[src/rtl/mwb_pkg.sv]
package mwb_pkg;

  typedef enum logic [6:0] {
    OPC_LOAD   = 7'b0000011,
    OPC_OPIMM  = 7'b0010011,
    OPC_AUIPC  = 7'b0010111,
    OPC_OP     = 7'b0110011,
    OPC_LUI    = 7'b0110111,
    OPC_JALR   = 7'b1100111,
    OPC_JAL    = 7'b1101111,
    OPC_OPIMMW = 7'b0011011,
    OPC_OPW    = 7'b0111011,
    OPC_SYSTEM = 7'b1110011
  } opcode_e;

  localparam int RD_LSB = 7;
  localparam int RD_W   = 5;

  function automatic logic op_is_load(input logic [31:0] instr);
    return instr[6:0] == OPC_LOAD;
  endfunction

  function automatic logic op_writes_rd(input logic [31:0] instr);
    logic w;
    case (instr[6:0])
      OPC_LOAD, OPC_OPIMM, OPC_AUIPC, OPC_OP, OPC_LUI,
      OPC_JALR, OPC_JAL, OPC_OPIMMW, OPC_OPW: w = 1'b1;
      OPC_SYSTEM: w = |instr[14:12];
      default:    w = 1'b0;
    endcase
    return w;
  endfunction

endpackage

[src/rtl/mwb_mem_stage.sv]
module mwb_mem_stage #(
  parameter int XLEN  = 32,
  parameter int EXC_W = 4
) (
  input  logic             clk,
  input  logic             rst_n,
  input  logic             flush,
  input  logic             stall,
  input  logic [XLEN-1:0]  ex_result,
  input  logic [XLEN-1:0]  ex_pc,
  input  logic [31:0]      ex_instr,
  input  logic             ex_bubble,
  input  logic [EXC_W-1:0] ex_exception,
  output logic [XLEN-1:0]  mem_result,
  output logic [XLEN-1:0]  mem_pc,
  output logic [31:0]      mem_instr,
  output logic             mem_bubble,
  output logic [EXC_W-1:0] mem_exception
);

  logic             en;
  logic             bub_nxt;
  logic [EXC_W-1:0] exc_nxt;

  always_comb begin
    en      = flush | ~stall;
    bub_nxt = flush ? 1'b1 : ex_bubble;
    exc_nxt = flush ? '0 : ex_exception;
  end

  always_ff @(posedge clk or negedge rst_n) begin
    if (!rst_n) begin
      mem_result    <= '0;
      mem_pc        <= '0;
      mem_instr     <= '0;
      mem_bubble    <= 1'b1;
      mem_exception <= '0;
    end else if (en) begin
      mem_result    <= ex_result;
      mem_pc        <= ex_pc;
      mem_instr     <= ex_instr;
      mem_bubble    <= bub_nxt;
      mem_exception <= exc_nxt;
    end
  end

  a_r2_capture: assert property (@(posedge clk) disable iff (!rst_n)
    (!stall && !flush) |=> (mem_pc == $past(ex_pc) && mem_instr == $past(ex_instr)
                            && mem_bubble == $past(ex_bubble)));

  a_r6_hold: assert property (@(posedge clk) disable iff (!rst_n)
    (stall && !flush) |=> ($stable(mem_instr) && $stable(mem_result) && !mem_bubble));

  a_r9_flush_bubble: assert property (@(posedge clk) disable iff (!rst_n)
    flush |=> (mem_bubble && mem_exception == '0));

endmodule

[src/rtl/mwb_load_align.sv]
module mwb_load_align #(
  parameter int XLEN = 32,
  localparam int LSB_W = $clog2(XLEN/8)
) (
  input  logic [XLEN-1:0]  rdata,
  input  logic [LSB_W-1:0] addr_lo,
  input  logic [2:0]       funct3,
  output logic [XLEN-1:0]  ldata
);

  logic [XLEN-1:0] shifted;
  logic            unsgn;
  logic [XLEN-1:0] word_ext;

  assign shifted = rdata >> {addr_lo, 3'b000};
  assign unsgn   = funct3[2];

  generate
    if (XLEN > 32) begin : g_wide
      assign word_ext = {{(XLEN-32){~unsgn & shifted[31]}}, shifted[31:0]};
    end else begin : g_narrow
      assign word_ext = shifted;
    end
  endgenerate

  always_comb begin
    case (funct3[1:0])
      2'b00:   ldata = {{(XLEN-8){~unsgn & shifted[7]}}, shifted[7:0]};
      2'b01:   ldata = {{(XLEN-16){~unsgn & shifted[15]}}, shifted[15:0]};
      2'b10:   ldata = word_ext;
      default: ldata = shifted;
    endcase
  end

endmodule

[src/rtl/mwb_wb_stage.sv]
module mwb_wb_stage
  import mwb_pkg::*;
#(
  parameter int XLEN  = 32,
  parameter int EXC_W = 4
) (
  input  logic             clk,
  input  logic             rst_n,
  input  logic             kill,
  input  logic             mem_load,
  input  logic [XLEN-1:0]  load_data,
  input  logic [XLEN-1:0]  mem_result,
  input  logic [XLEN-1:0]  mem_pc,
  input  logic [31:0]      mem_instr,
  input  logic             mem_bubble,
  input  logic [EXC_W-1:0] mem_exception,
  output logic [XLEN-1:0]  wb_result,
  output logic [RD_W-1:0]  wb_dst,
  output logic             wb_we,
  output logic [XLEN-1:0]  wb_pc,
  output logic [31:0]      wb_instr,
  output logic             wb_bubble,
  output logic [EXC_W-1:0] wb_exception
);

  logic             en;
  logic [XLEN-1:0]  res_nxt;
  logic             bub_nxt;
  logic [EXC_W-1:0] exc_nxt;

  always_comb begin
    en      = 1'b1;
    res_nxt = mem_load ? load_data : mem_result;
    bub_nxt = mem_bubble | kill;
    exc_nxt = kill ? '0 : mem_exception;
  end

  always_ff @(posedge clk or negedge rst_n) begin
    if (!rst_n) begin
      wb_result    <= '0;
      wb_pc        <= '0;
      wb_instr     <= '0;
      wb_bubble    <= 1'b1;
      wb_exception <= '0;
    end else if (en) begin
      wb_result    <= res_nxt;
      wb_pc        <= mem_pc;
      wb_instr     <= mem_instr;
      wb_bubble    <= bub_nxt;
      wb_exception <= exc_nxt;
    end
  end

  always_comb begin
    wb_dst = wb_instr[RD_LSB +: RD_W];
    wb_we  = ~wb_bubble & ~|wb_exception & op_writes_rd(wb_instr) & |wb_dst;
  end

  a_r9_kill_no_write: assert property (@(posedge clk) disable iff (!rst_n)
    kill |=> !wb_we);

  a_r10_exc_no_write: assert property (@(posedge clk) disable iff (!rst_n)
    (mem_exception != '0) |=> !wb_we);

endmodule

[src/rtl/mwb_backend.sv]
module mwb_backend
  import mwb_pkg::*;
#(
  parameter int XLEN  = 32,
  parameter int EXC_W = 4,
  localparam int LSB_W = $clog2(XLEN/8)
) (
  input  logic             clk,
  input  logic             rst_n,
  input  logic             flush,
  input  logic [XLEN-1:0]  ex_result,
  input  logic [XLEN-1:0]  ex_pc,
  input  logic [31:0]      ex_instr,
  input  logic             ex_bubble,
  input  logic [EXC_W-1:0] ex_exception,
  input  logic [XLEN-1:0]  dmem_q,
  input  logic             dmem_ack,
  output logic             stall,
  output logic [XLEN-1:0]  mem_result,
  output logic [31:0]      mem_instr,
  output logic [XLEN-1:0]  mem_pc,
  output logic             mem_bubble,
  output logic [EXC_W-1:0] mem_exception,
  output logic [XLEN-1:0]  wb_result,
  output logic [RD_W-1:0]  wb_dst,
  output logic             wb_we,
  output logic [XLEN-1:0]  wb_pc,
  output logic [31:0]      wb_instr,
  output logic             wb_bubble,
  output logic [EXC_W-1:0] wb_exception
);

  logic            mem_load;
  logic [XLEN-1:0] load_data;

  always_comb begin
    mem_load = ~mem_bubble & ~|mem_exception & op_is_load(mem_instr);
    stall    = mem_load & ~dmem_ack & ~flush;
  end

  mwb_mem_stage #(.XLEN(XLEN), .EXC_W(EXC_W)) u_mem (
    .clk(clk), .rst_n(rst_n), .flush(flush), .stall(stall),
    .ex_result(ex_result), .ex_pc(ex_pc), .ex_instr(ex_instr),
    .ex_bubble(ex_bubble), .ex_exception(ex_exception),
    .mem_result(mem_result), .mem_pc(mem_pc), .mem_instr(mem_instr),
    .mem_bubble(mem_bubble), .mem_exception(mem_exception)
  );

  mwb_load_align #(.XLEN(XLEN)) u_align (
    .rdata(dmem_q), .addr_lo(mem_result[LSB_W-1:0]),
    .funct3(mem_instr[14:12]), .ldata(load_data)
  );

  mwb_wb_stage #(.XLEN(XLEN), .EXC_W(EXC_W)) u_wb (
    .clk(clk), .rst_n(rst_n), .kill(flush | stall), .mem_load(mem_load),
    .load_data(load_data), .mem_result(mem_result), .mem_pc(mem_pc),
    .mem_instr(mem_instr), .mem_bubble(mem_bubble), .mem_exception(mem_exception),
    .wb_result(wb_result), .wb_dst(wb_dst), .wb_we(wb_we), .wb_pc(wb_pc),
    .wb_instr(wb_instr), .wb_bubble(wb_bubble), .wb_exception(wb_exception)
  );

  a_r6_stall_is_load: assert property (@(posedge clk) disable iff (!rst_n)
    stall |-> (mem_instr[6:0] == 7'b0000011 && !mem_bubble));

  a_r6_stall_bubbles_wb: assert property (@(posedge clk) disable iff (!rst_n)
    stall |=> wb_bubble);

  a_r10_exc_no_stall: assert property (@(posedge clk) disable iff (!rst_n)
    (mem_exception != '0) |-> !stall);

  a_r4_we_needs_dst: assert property (@(posedge clk) disable iff (!rst_n)
    wb_we |-> (wb_instr[11:7] != 5'd0 && !wb_bubble));

endmodule

[config.mk]
export PLATFORM = sky130hd
export DESIGN_NAME = mwb_backend
export DESIGN_NICKNAME = d
export VERILOG_FILES = /design/src/rtl/mwb_pkg.sv /design/src/rtl/mwb_mem_stage.sv /design/src/rtl/mwb_load_align.sv /design/src/rtl/mwb_wb_stage.sv /design/src/rtl/mwb_backend.sv
export SDC_FILE = /design/constraint.sdc
export NUM_CORES = 1
export LEC_CHECK = 0
export BUFFER_PORTS_ARGS = -buffer_cell sky130_fd_sc_hd__buf_2
export CORE_MARGIN = 2
export CORE_UTILIZATION = 42
export CTS_CLUSTER_DIAMETER = 40
export DETAILED_ROUTE_END_ITERATION = 7
export MAX_ROUTING_LAYER = met4
export PLACE_DENSITY = 0.76
export SLEW_MARGIN = 10
export SYNTH_ARGS = -nofsm -noshare
export SYNTH_HDL_FRONTEND = slang
export SYNTH_SLANG_ARGS = --single-unit
[constraint.sdc]
create_clock -name clk -period 2.06 [get_ports clk]
set_clock_uncertainty 0.05 [all_clocks]
set_input_delay 0.309 -clock clk [delete_from_list [all_inputs] [get_ports clk]]
set_output_delay 0.309 -clock clk [all_outputs]
set_load 0.1 [all_outputs]
==> results of run 1 <==
placed cells by master, fill, tap and decap left out, types with 2 or more instances in the layout:
master | synthesis | final
clkbuf_16 | 0 | 31
buf_8 | 0 | 6
buf_12 | 0 | 10
o311ai_2 | 0 | 2
nor2b_1 | 10 | 10
clkbuf_8 | 0 | 4
nor3b_1 | 2 | 2
nor2_1 | 19 | 19
dfrtp_4 | 0 | 10
dfrtp_2 | 0 | 21
a211oi_1 | 5 | 5
clkbuf_1 | 12 | 2
mux2i_1 | 16 | 16
nor4b_4 | 0 | 2
nand2_1 | 37 | 36
inv_1 | 4 | 3
buf_6 | 4 | 3
clkinv_4 | 0 | 3
mux2_4 | 30 | 31
nand2b_1 | 5 | 4
dlygate4sd3_1 | 0 | 106
buf_16 | 0 | 8
and2_1 | 9 | 9
nor3_1 | 3 | 3
mux2_2 | 66 | 65
a21oi_1 | 13 | 13
o21ai_0 | 2 | 2
bufbuf_16 | 0 | 2
dfrtp_1 | 200 | 169
o311ai_0 | 8 | 6
bufinv_16 | 0 | 4
buf_4 | 5 | 18
inv_6 | 0 | 4
o2bb2ai_1 | 7 | 7
buf_2 | 7 | 341
mux4_2 | 2 | 2
o211ai_1 | 9 | 9
inv_8 | 0 | 3
clkinvlp_4 | 0 | 7
worst max path at each step:
stage / slack (ps) / cells past startpoint / from / end
floorplan: -330 / 6 / u_mem.mem_exception[2]$_DFFE_PN0P_ / stall
global placement: -0.6 / 5 / u_mem.mem_bubble$_DFFE_PN1P_ / u_mem.mem_instr[22]$_DFFE_PN0P_
detailed placement: -70 / 5 / u_mem.mem_bubble$_DFFE_PN1P_ / u_mem.mem_instr[26]$_DFFE_PN0P_
CTS: -460 / 5 / u_mem.mem_instr[5]$_DFFE_PN0P_ / stall
global route: -530 / 5 / u_mem.mem_exception[2]$_DFFE_PN0P_ / stall
finish: -450 / 9 / u_mem.mem_exception[2]$_DFFE_PN0P_ / u_mem.mem_pc[13]$_DFFE_PN0P_
per-stage QoR:
step	power, uW	hold slack [ps]	instance area [sq um]	setup TNS (ps)
global route	12400	41.77	12390	-38900
detailed placement	6729	251.0	9772	-3724
CTS	12070	13.15	12280	-31430
floorplan	6152	-36.59	7632	-14020
finish	12050	46.58	12390	-31860
global placement	6704	239.5	9772	-2.324
flip-flops by register name (all words and copies together) (netlist names):
name	cells
u_wb.wb_exception	4
u_mem.mem_instr	32
u_wb.wb_result	32
u_mem.mem_pc	32
u_mem.mem_result	32
u_mem.mem_exception	4
u_wb.wb_pc	32
u_mem.mem_bubble	1
u_wb.wb_instr	32
u_wb.wb_bubble	1
metal layers:
metal,share of wire,GRT usage,routed length [um]
met4,0.029,0.08447,743
met2,0.52,0.4555,13020
met1,0.39,0.3146,9828
met5,0,-,0
met3,0.066,0.04930,1675
final cells by class:
cell class	count	area [sq um]	area share
clock buffer	34	774.5	0.06249
clock inverter	20	260.3	0.02100
inverter	4	18.77	0.001514
tap	225	281.5	0.02271
multi-input combinational	261	2356	0.1901
antenna	1	2.502	0.0002019
sequential	202	5125	0.4135
timing repair buffer	497	3576	0.2885
worst max-delay path: cells and delay by family, from the launching register on:
family	cells	cell delay, ps
and+or+nand+nor	3	840
DFF	1	490
muxes	1	290
buffers and inverters	5	700
logic make-up (layout without fill, tap and decap cells):
group,count (synthesis),in the layout,synth area share
multiplexers,114,114,0.1863
AND/OR/NAND/NOR,95,95,0.06382
buffers and inverters,37,555,0.02616
other,0,1,0
AO/OA/AOI/OAI,52,52,0.05016
flip-flops,202,202,0.6736
power groups by stage:
| stage | clock network, uW | registers (uW) | logic (uW) |
|---|---|---|---|
| final | 5190 | 4310 | 2540 |
| after global routing | 5430 | 4340 | 2630 |
| after CTS | 5240 | 4310 | 2520 |
| after detailed placement | 0 | 4370 | 2350 |
| after global placement | 0 | 4370 | 2340 |
| after floorplan | 0 | 5860 | 292 |
cells in the mapped netlist (all sizes together):
| master | instances |
|---|---|
| dfrtp | 200 |
| mux2 | 96 |
| nand2 | 37 |
| buf | 21 |
| nor2 | 19 |
| mux2i | 16 |
| a21oi | 13 |
| clkbuf | 12 |
| nor2b | 10 |
| and2 | 9 |
| o211ai | 9 |
| o311ai | 8 |
| o2bb2ai | 7 |
| a211oi | 5 |
| nand2b | 5 |
| inv | 4 |
| nor3 | 3 |
| dfstp | 2 |
| mux4 | 2 |
| nor3b | 2 |
| nor4b | 2 |
| o21ai | 2 |
| a21o | 1 |
| a221oi | 1 |
| a22oi | 1 |
| a311oi | 1 |
| and3 | 1 |
| nand3 | 1 |
| nand3b | 1 |
| nand4 | 1 |
| nand4b | 1 |
| nor4 | 1 |
| o21bai | 1 |
| o22a | 1 |
| o31ai | 1 |
| o32ai | 1 |
| or2 | 1 |
| or3 | 1 |
repair_timing:
item | 4_1_cts | 5_1_grt
setup buffers | 8 | 4
hold buffers | 106 | 0
resized for setup | 26 | 10
endpoints found under the hold margin | 149 | 0
endpoints found under the setup margin | 92 | 101
cloned | 8 | 3
pin swaps | 5 | 5
==> flow_metrics.py, run 1 <==
metrics = {
    "drt": {
        "viasPerCell": 4.945,
        "ant_nets": 0,
        "dr.pass1.iters": 4,
        "dr.first_iter.drc_count": 236,
        "num_vias": 6152,
        "routed_wl_um": 25270,
        "avgRoutedWirePerCell_um": 20.31,
        "remaining_drc_errors": 0,
    },
    "power": {
        "switching_power_uw": 4053,
        "p_seq_frac": 0.358,
        "swShare": 0.3364,
        "combinationalPowerShare": 0.211,
        "power_frac_clock": 0.431,
        "p_int_uw": 7993,
        "leakage_uw": 0.006077,
        "ir_drop_mv": 0.8745,
        "power_density_mw_per_mm2": 971.9,
    },
    "clocking": {
        "clk_latency_ps": 530,
        "cts_tree": "yes",
        "clockBufferDepth": 3,
        "clock-sinks": 202,
        "ctsRootBufferMaster": "clkbuf_16",
        "path_clk_slew_ps": 60,
        "htree_levels": 1,
        "cts_buffers": 29,
    },
    "timing": {
        "hold_viol": 0,
        "fmax_mhz": 398.8,
        "setup_viol": 98,
        "fin_crit_ps": 2507,
        "max_slew_margin": 0.6480,
        "worst_pin_slew_ps": 531.7,
        "rsz0062_at_grt": "true",
        "drv_slew": 0,
        "setup_slack_ps": -447.5,
        "finalCritPeriodShare": 1.217,
    },
    "placement": {
        "gp_congestion": 0.8473,
        "place_inst": 1062,
        "port_buffers": 345,
        "dp_slack_ps": -68.05,
        "dp_hpwl_um": 15710,
    },
    "min_path": {
        "min_path_cells": 3,
        "hold_end": "u_mem.mem_bubble$_DFFE_PN1P_",
        "hp-start": "flush",
        "hold_path.class": "in2reg",
    },
    "floorplanning": {
        "rows": 48,
        "die_x_um": 137.7,
        "fp.dieH_um": 137.7,
        "core_area_sq_mm": 0.01742,
        "io_pins": 346,
        "start_util": 0.4311,
        "die_area_sq_mm": 0.01896,
    },
    "logic_synthesis": {
        "syn_inst": 500,
        "yosys_register_bits": 202,
        "yosysTopAreaCellShare": 0.6666,
        "syn-num-nets": 637,
        "ys_types": 42,
        "yosysSeqAreaShare": 0.6736,
        "syn_area_per_cell_sq_um": 15.02,
        "synth_top_cell_by_area": "dfrtp_1",
        "synth_area_leaders": "dfrtp_1 67%, mux2_2 9.9%, mux2_4 6.0%, mux2i_1 2.1%, nand2_1 1.8%",
        "yosys_warnings": 0,
        "netlist_area_sq_mm": 0.007508,
    },
    "critical_path": {
        "cp_data_arrival_time_ps": 2860,
        "cp.required_ps": 2420,
        "cp_max_fo": 9,
        "cpMostUsedCell": "buf_12",
        "worst_setup_path_start_kind": "flop",
        "rrSetupSlack_ps": -450,
        "rr_endpoint": "u_mem.mem_pc[13]$_DFFE_PN0P_",
        "path_cells": "nor4_4 -> nand3_2 -> or3_4 -> buf_4 -> buf_8 -> buf_12 -> buf_12 -> buf_16 -> mux2_4",
        "slowest_stage": "dfrtp_4",
        "end_kind": "flop",
        "r2r_cells": 9,
        "crit_type": "reg2reg",
        "crit_path_max_incr_delay_ps": 490,
        "regToRegStartpoint": "u_mem.mem_exception[2]$_DFFE_PN0P_",
    },
    "run_status": {
        "status": "complete, but fails checks",
        "failed_checks": "setup timing",
    },
    "global_routing": {
        "grt_use_total": 0.2641,
        "grt_pass1_vias": 6447,
        "antenna_found_initial": 0,
        "grt_max_degree": 52,
        "grt_pass1_wl_um": 36430,
        "overflow": 0,
    },
    "finish": {
        "nets": 1132,
        "fillerInstances": 1125,
        "area_growth_pct": 65.07,
        "postLayoutCoreUtil": 0.7116,
        "final_cells": 1244,
        "drive_gt1_frac": 0.5766,
    },
    "flow_run": {
        "cap_violations": 0,
    },
}
(Power assumes the default switching activity.)
==> inputs of run 2 (changes only) <==
--- a/config.mk
+++ b/config.mk
@@ -6,12 +6,14 @@
 export NUM_CORES = 1
 export LEC_CHECK = 0
 export BUFFER_PORTS_ARGS = -buffer_cell sky130_fd_sc_hd__buf_2
+export CELL_PAD_IN_SITES_DETAIL_PLACEMENT = 0
+export CELL_PAD_IN_SITES_GLOBAL_PLACEMENT = 1
 export CORE_MARGIN = 2
-export CORE_UTILIZATION = 42
+export CORE_UTILIZATION = 33
 export CTS_CLUSTER_DIAMETER = 40
 export DETAILED_ROUTE_END_ITERATION = 7
 export MAX_ROUTING_LAYER = met4
-export PLACE_DENSITY = 0.76
+export PLACE_DENSITY_LB_ADDON = 0.1
 export SLEW_MARGIN = 10
 export SYNTH_ARGS = -nofsm -noshare
 export SYNTH_HDL_FRONTEND = slang
==> flow_metrics.py, run 2 (synthesis results as in run 1) <==
metrics = {
    "run_status": {
        "status": "complete, but fails checks",
        "failed_checks": "setup timing",
    },
    "drt": {
        "avgRoutedWirePerCell_um": 18.99,
        "viasPerCell": 4.626,
        "remaining_drc_errors": 0,
        "num_vias": 5963,
        "dr.first_iter.drc_count": 184,
        "dr.pass1.iters": 4,
        "ant_nets": 0,
        "routed_wl_um": 24470,
    },
    "critical_path": {
        "end_kind": "output port",
        "critical_path.startpoint": "u_mem.mem_exception[2]$_DFFE_PN0P_",
        "regToRegStartpoint": "u_mem.mem_exception[2]$_DFFE_PN0P_",
        "rr_endpoint": "u_mem.mem_instr[23]$_DFFE_PN0P_",
        "path_cells": "nor4_4 -> nand3_2 -> or3_4 -> clkinvlp_4 -> buf_12",
        "slowest_stage": "dfrtp_4",
        "cp_data_arrival_time_ps": 2060,
        "crit_type": "reg2out",
        "cp_max_fo": 2,
        "worst_setup_path_start_kind": "flop",
        "cp.required_ps": 1700,
        "cp-endpoint": "stall",
        "rrSetupSlack_ps": -310,
        "r2r_cells": 7,
        "crit_path_max_incr_delay_ps": 490,
    },
    "floorplanning": {
        "rows": 55,
        "die_x_um": 154.8,
        "core_area_sq_mm": 0.02250,
        "fp.dieH_um": 154.8,
        "start_util": 0.3337,
        "io_pins": 346,
        "die_area_sq_mm": 0.02398,
    },
    "timing": {
        "setup_slack_ps": -361.7,
        "rsz0062_at_grt": "true",
        "max_slew_margin": 0.6486,
        "fmax_mhz": 412.9,
        "worst_pin_slew_ps": 525.1,
        "fin_crit_ps": 2422,
        "hold_viol": 0,
        "setup_viol": 96,
        "drv_slew": 0,
        "timing.hold.ws_ps": 13.78,
        "tns_ps": -22180,
        "finalCritPeriodShare": 1.176,
    },
    "power": {
        "ir_drop_mv": 0.5942,
        "leakage_uw": 0.006075,
        "power_density_mw_per_mm2": 1030,
    },
    "global_routing": {
        "grt_use_total": 0.2048,
        "grt_pass1_wl_um": 36490,
        "antenna_found_initial": 1,
        "grt_max_degree": 49,
        "grt_pass1_vias": 6553,
        "overflow": 0,
    },
    "placement": {
        "gp_congestion": 0.7694,
        "dp_hpwl_um": 16700,
        "port_buffers": 345,
    },
    "flow_run": {
        "cap_violations": 0,
    },
    "clocking": {
        "path_clk_slew_ps": 60,
        "ctsRootBufferMaster": "clkbuf_16",
        "cts_tree": "yes",
        "clock-sinks": 202,
        "cts_buffers": 35,
        "clockBufferDepth": 3,
        "clk_latency_ps": 490,
        "htree_levels": 2,
    },
    "finish": {
        "nets": 1115,
        "final_cell_mix": "341 x buf_2, 169 x dfrtp_1, 90 x dlygate4sd3_1",
        "fillerInstances": 1913,
        "area_growth_pct": 65.07,
        "drive_gt1_frac": 0.5842,
        "layout_commonest_cell": "buf_2",
    },
    "min_path": {
        "hold_path.class": "in2reg",
    },
}
-- run 2: worst min path at each step --
stage                             start                            endpoint  cells after the start
after CTS                     ex_pc[30]        u_mem.mem_pc[30]$_DFFE_PN0P_                      2
after floorplan                   rst_n  u_mem.mem_exception[1]$_DFFE_PN0P_                      0
after detailed placement          rst_n         u_wb.wb_instr[25]$_DFF_PN0_                      1
after global routing      ex_result[10]    u_mem.mem_result[10]$_DFFE_PN0P_                      2
after global placement            rst_n     u_mem.mem_instr[26]$_DFFE_PN0P_                      1
final                         ex_pc[12]        u_mem.mem_pc[12]$_DFFE_PN0P_                      2
-- run 2: power by group --
group | total [uW] | switching, uW | internal, uW
Sequential | 4320 | 129 | 4190
Combinational | 2490 | 1950 | 538
Clock | 5960 | 2050 | 3910
Total | 12800 | 4140 | 8630
-- run 2: per-stage QoR --
stage / util / total power (uW) / instances / instance area (sq um) / setup WS [ps]
floorplan: - / 6152 / 500 / 7632 / -334.5
global placement: 0.4375 / 6724 / 1118 / 9844 / -3.428
detailed placement: 0.4375 / 6742 / 1118 / 9844 / -36.88
CTS: 0.5429 / 12890 / 1278 / 12220 / -410.3
global route: 0.5508 / 13190 / 1289 / 12390 / -429.4
finish: 0.5508 / 12770 / 1289 / 12390 / -361.7
-- run 2: layout make-up --
class,count,area [sq um],area share
flip-flops and latches,202,5125,0.4135
repair buffers,474,3348,0.2701
multi-input cells,261,2323,0.1875
clock buffers,39,920.9,0.07430
well taps,285,356.6,0.02877
clock inverters,23,299.0,0.02413
inverters,4,18.77,0.001514
diodes,1,2.502,0.0002019
-- run 2: critical path, delay by kind of cell (launching register included) --
| kind | cells | cell delay [ps] |
|---|---|---|
| simple gates | 3 | 800 |
| flops | 1 | 490 |
| buf+inv | 2 | 280 |
-- run 2: routing by layer --
metal | wire length (um) | global-route usage
met5 | 0 | -
met4 | 541 | 0.06393
met3 | 1596 | 0.05240
met2 | 12410 | 0.3508
met1 | 9926 | 0.2372
-- run 2: what timing repair did --
action | 4_1_cts | 5_1_grt
cloned | 6 | 4
pin swaps | 3 | 3
resized for setup | 13 | 1
endpoints found under the hold margin | 118 | 4
buffers inserted | 6 | 2
setup endpoints to repair | 91 | 99
hold buffers | 86 | 4
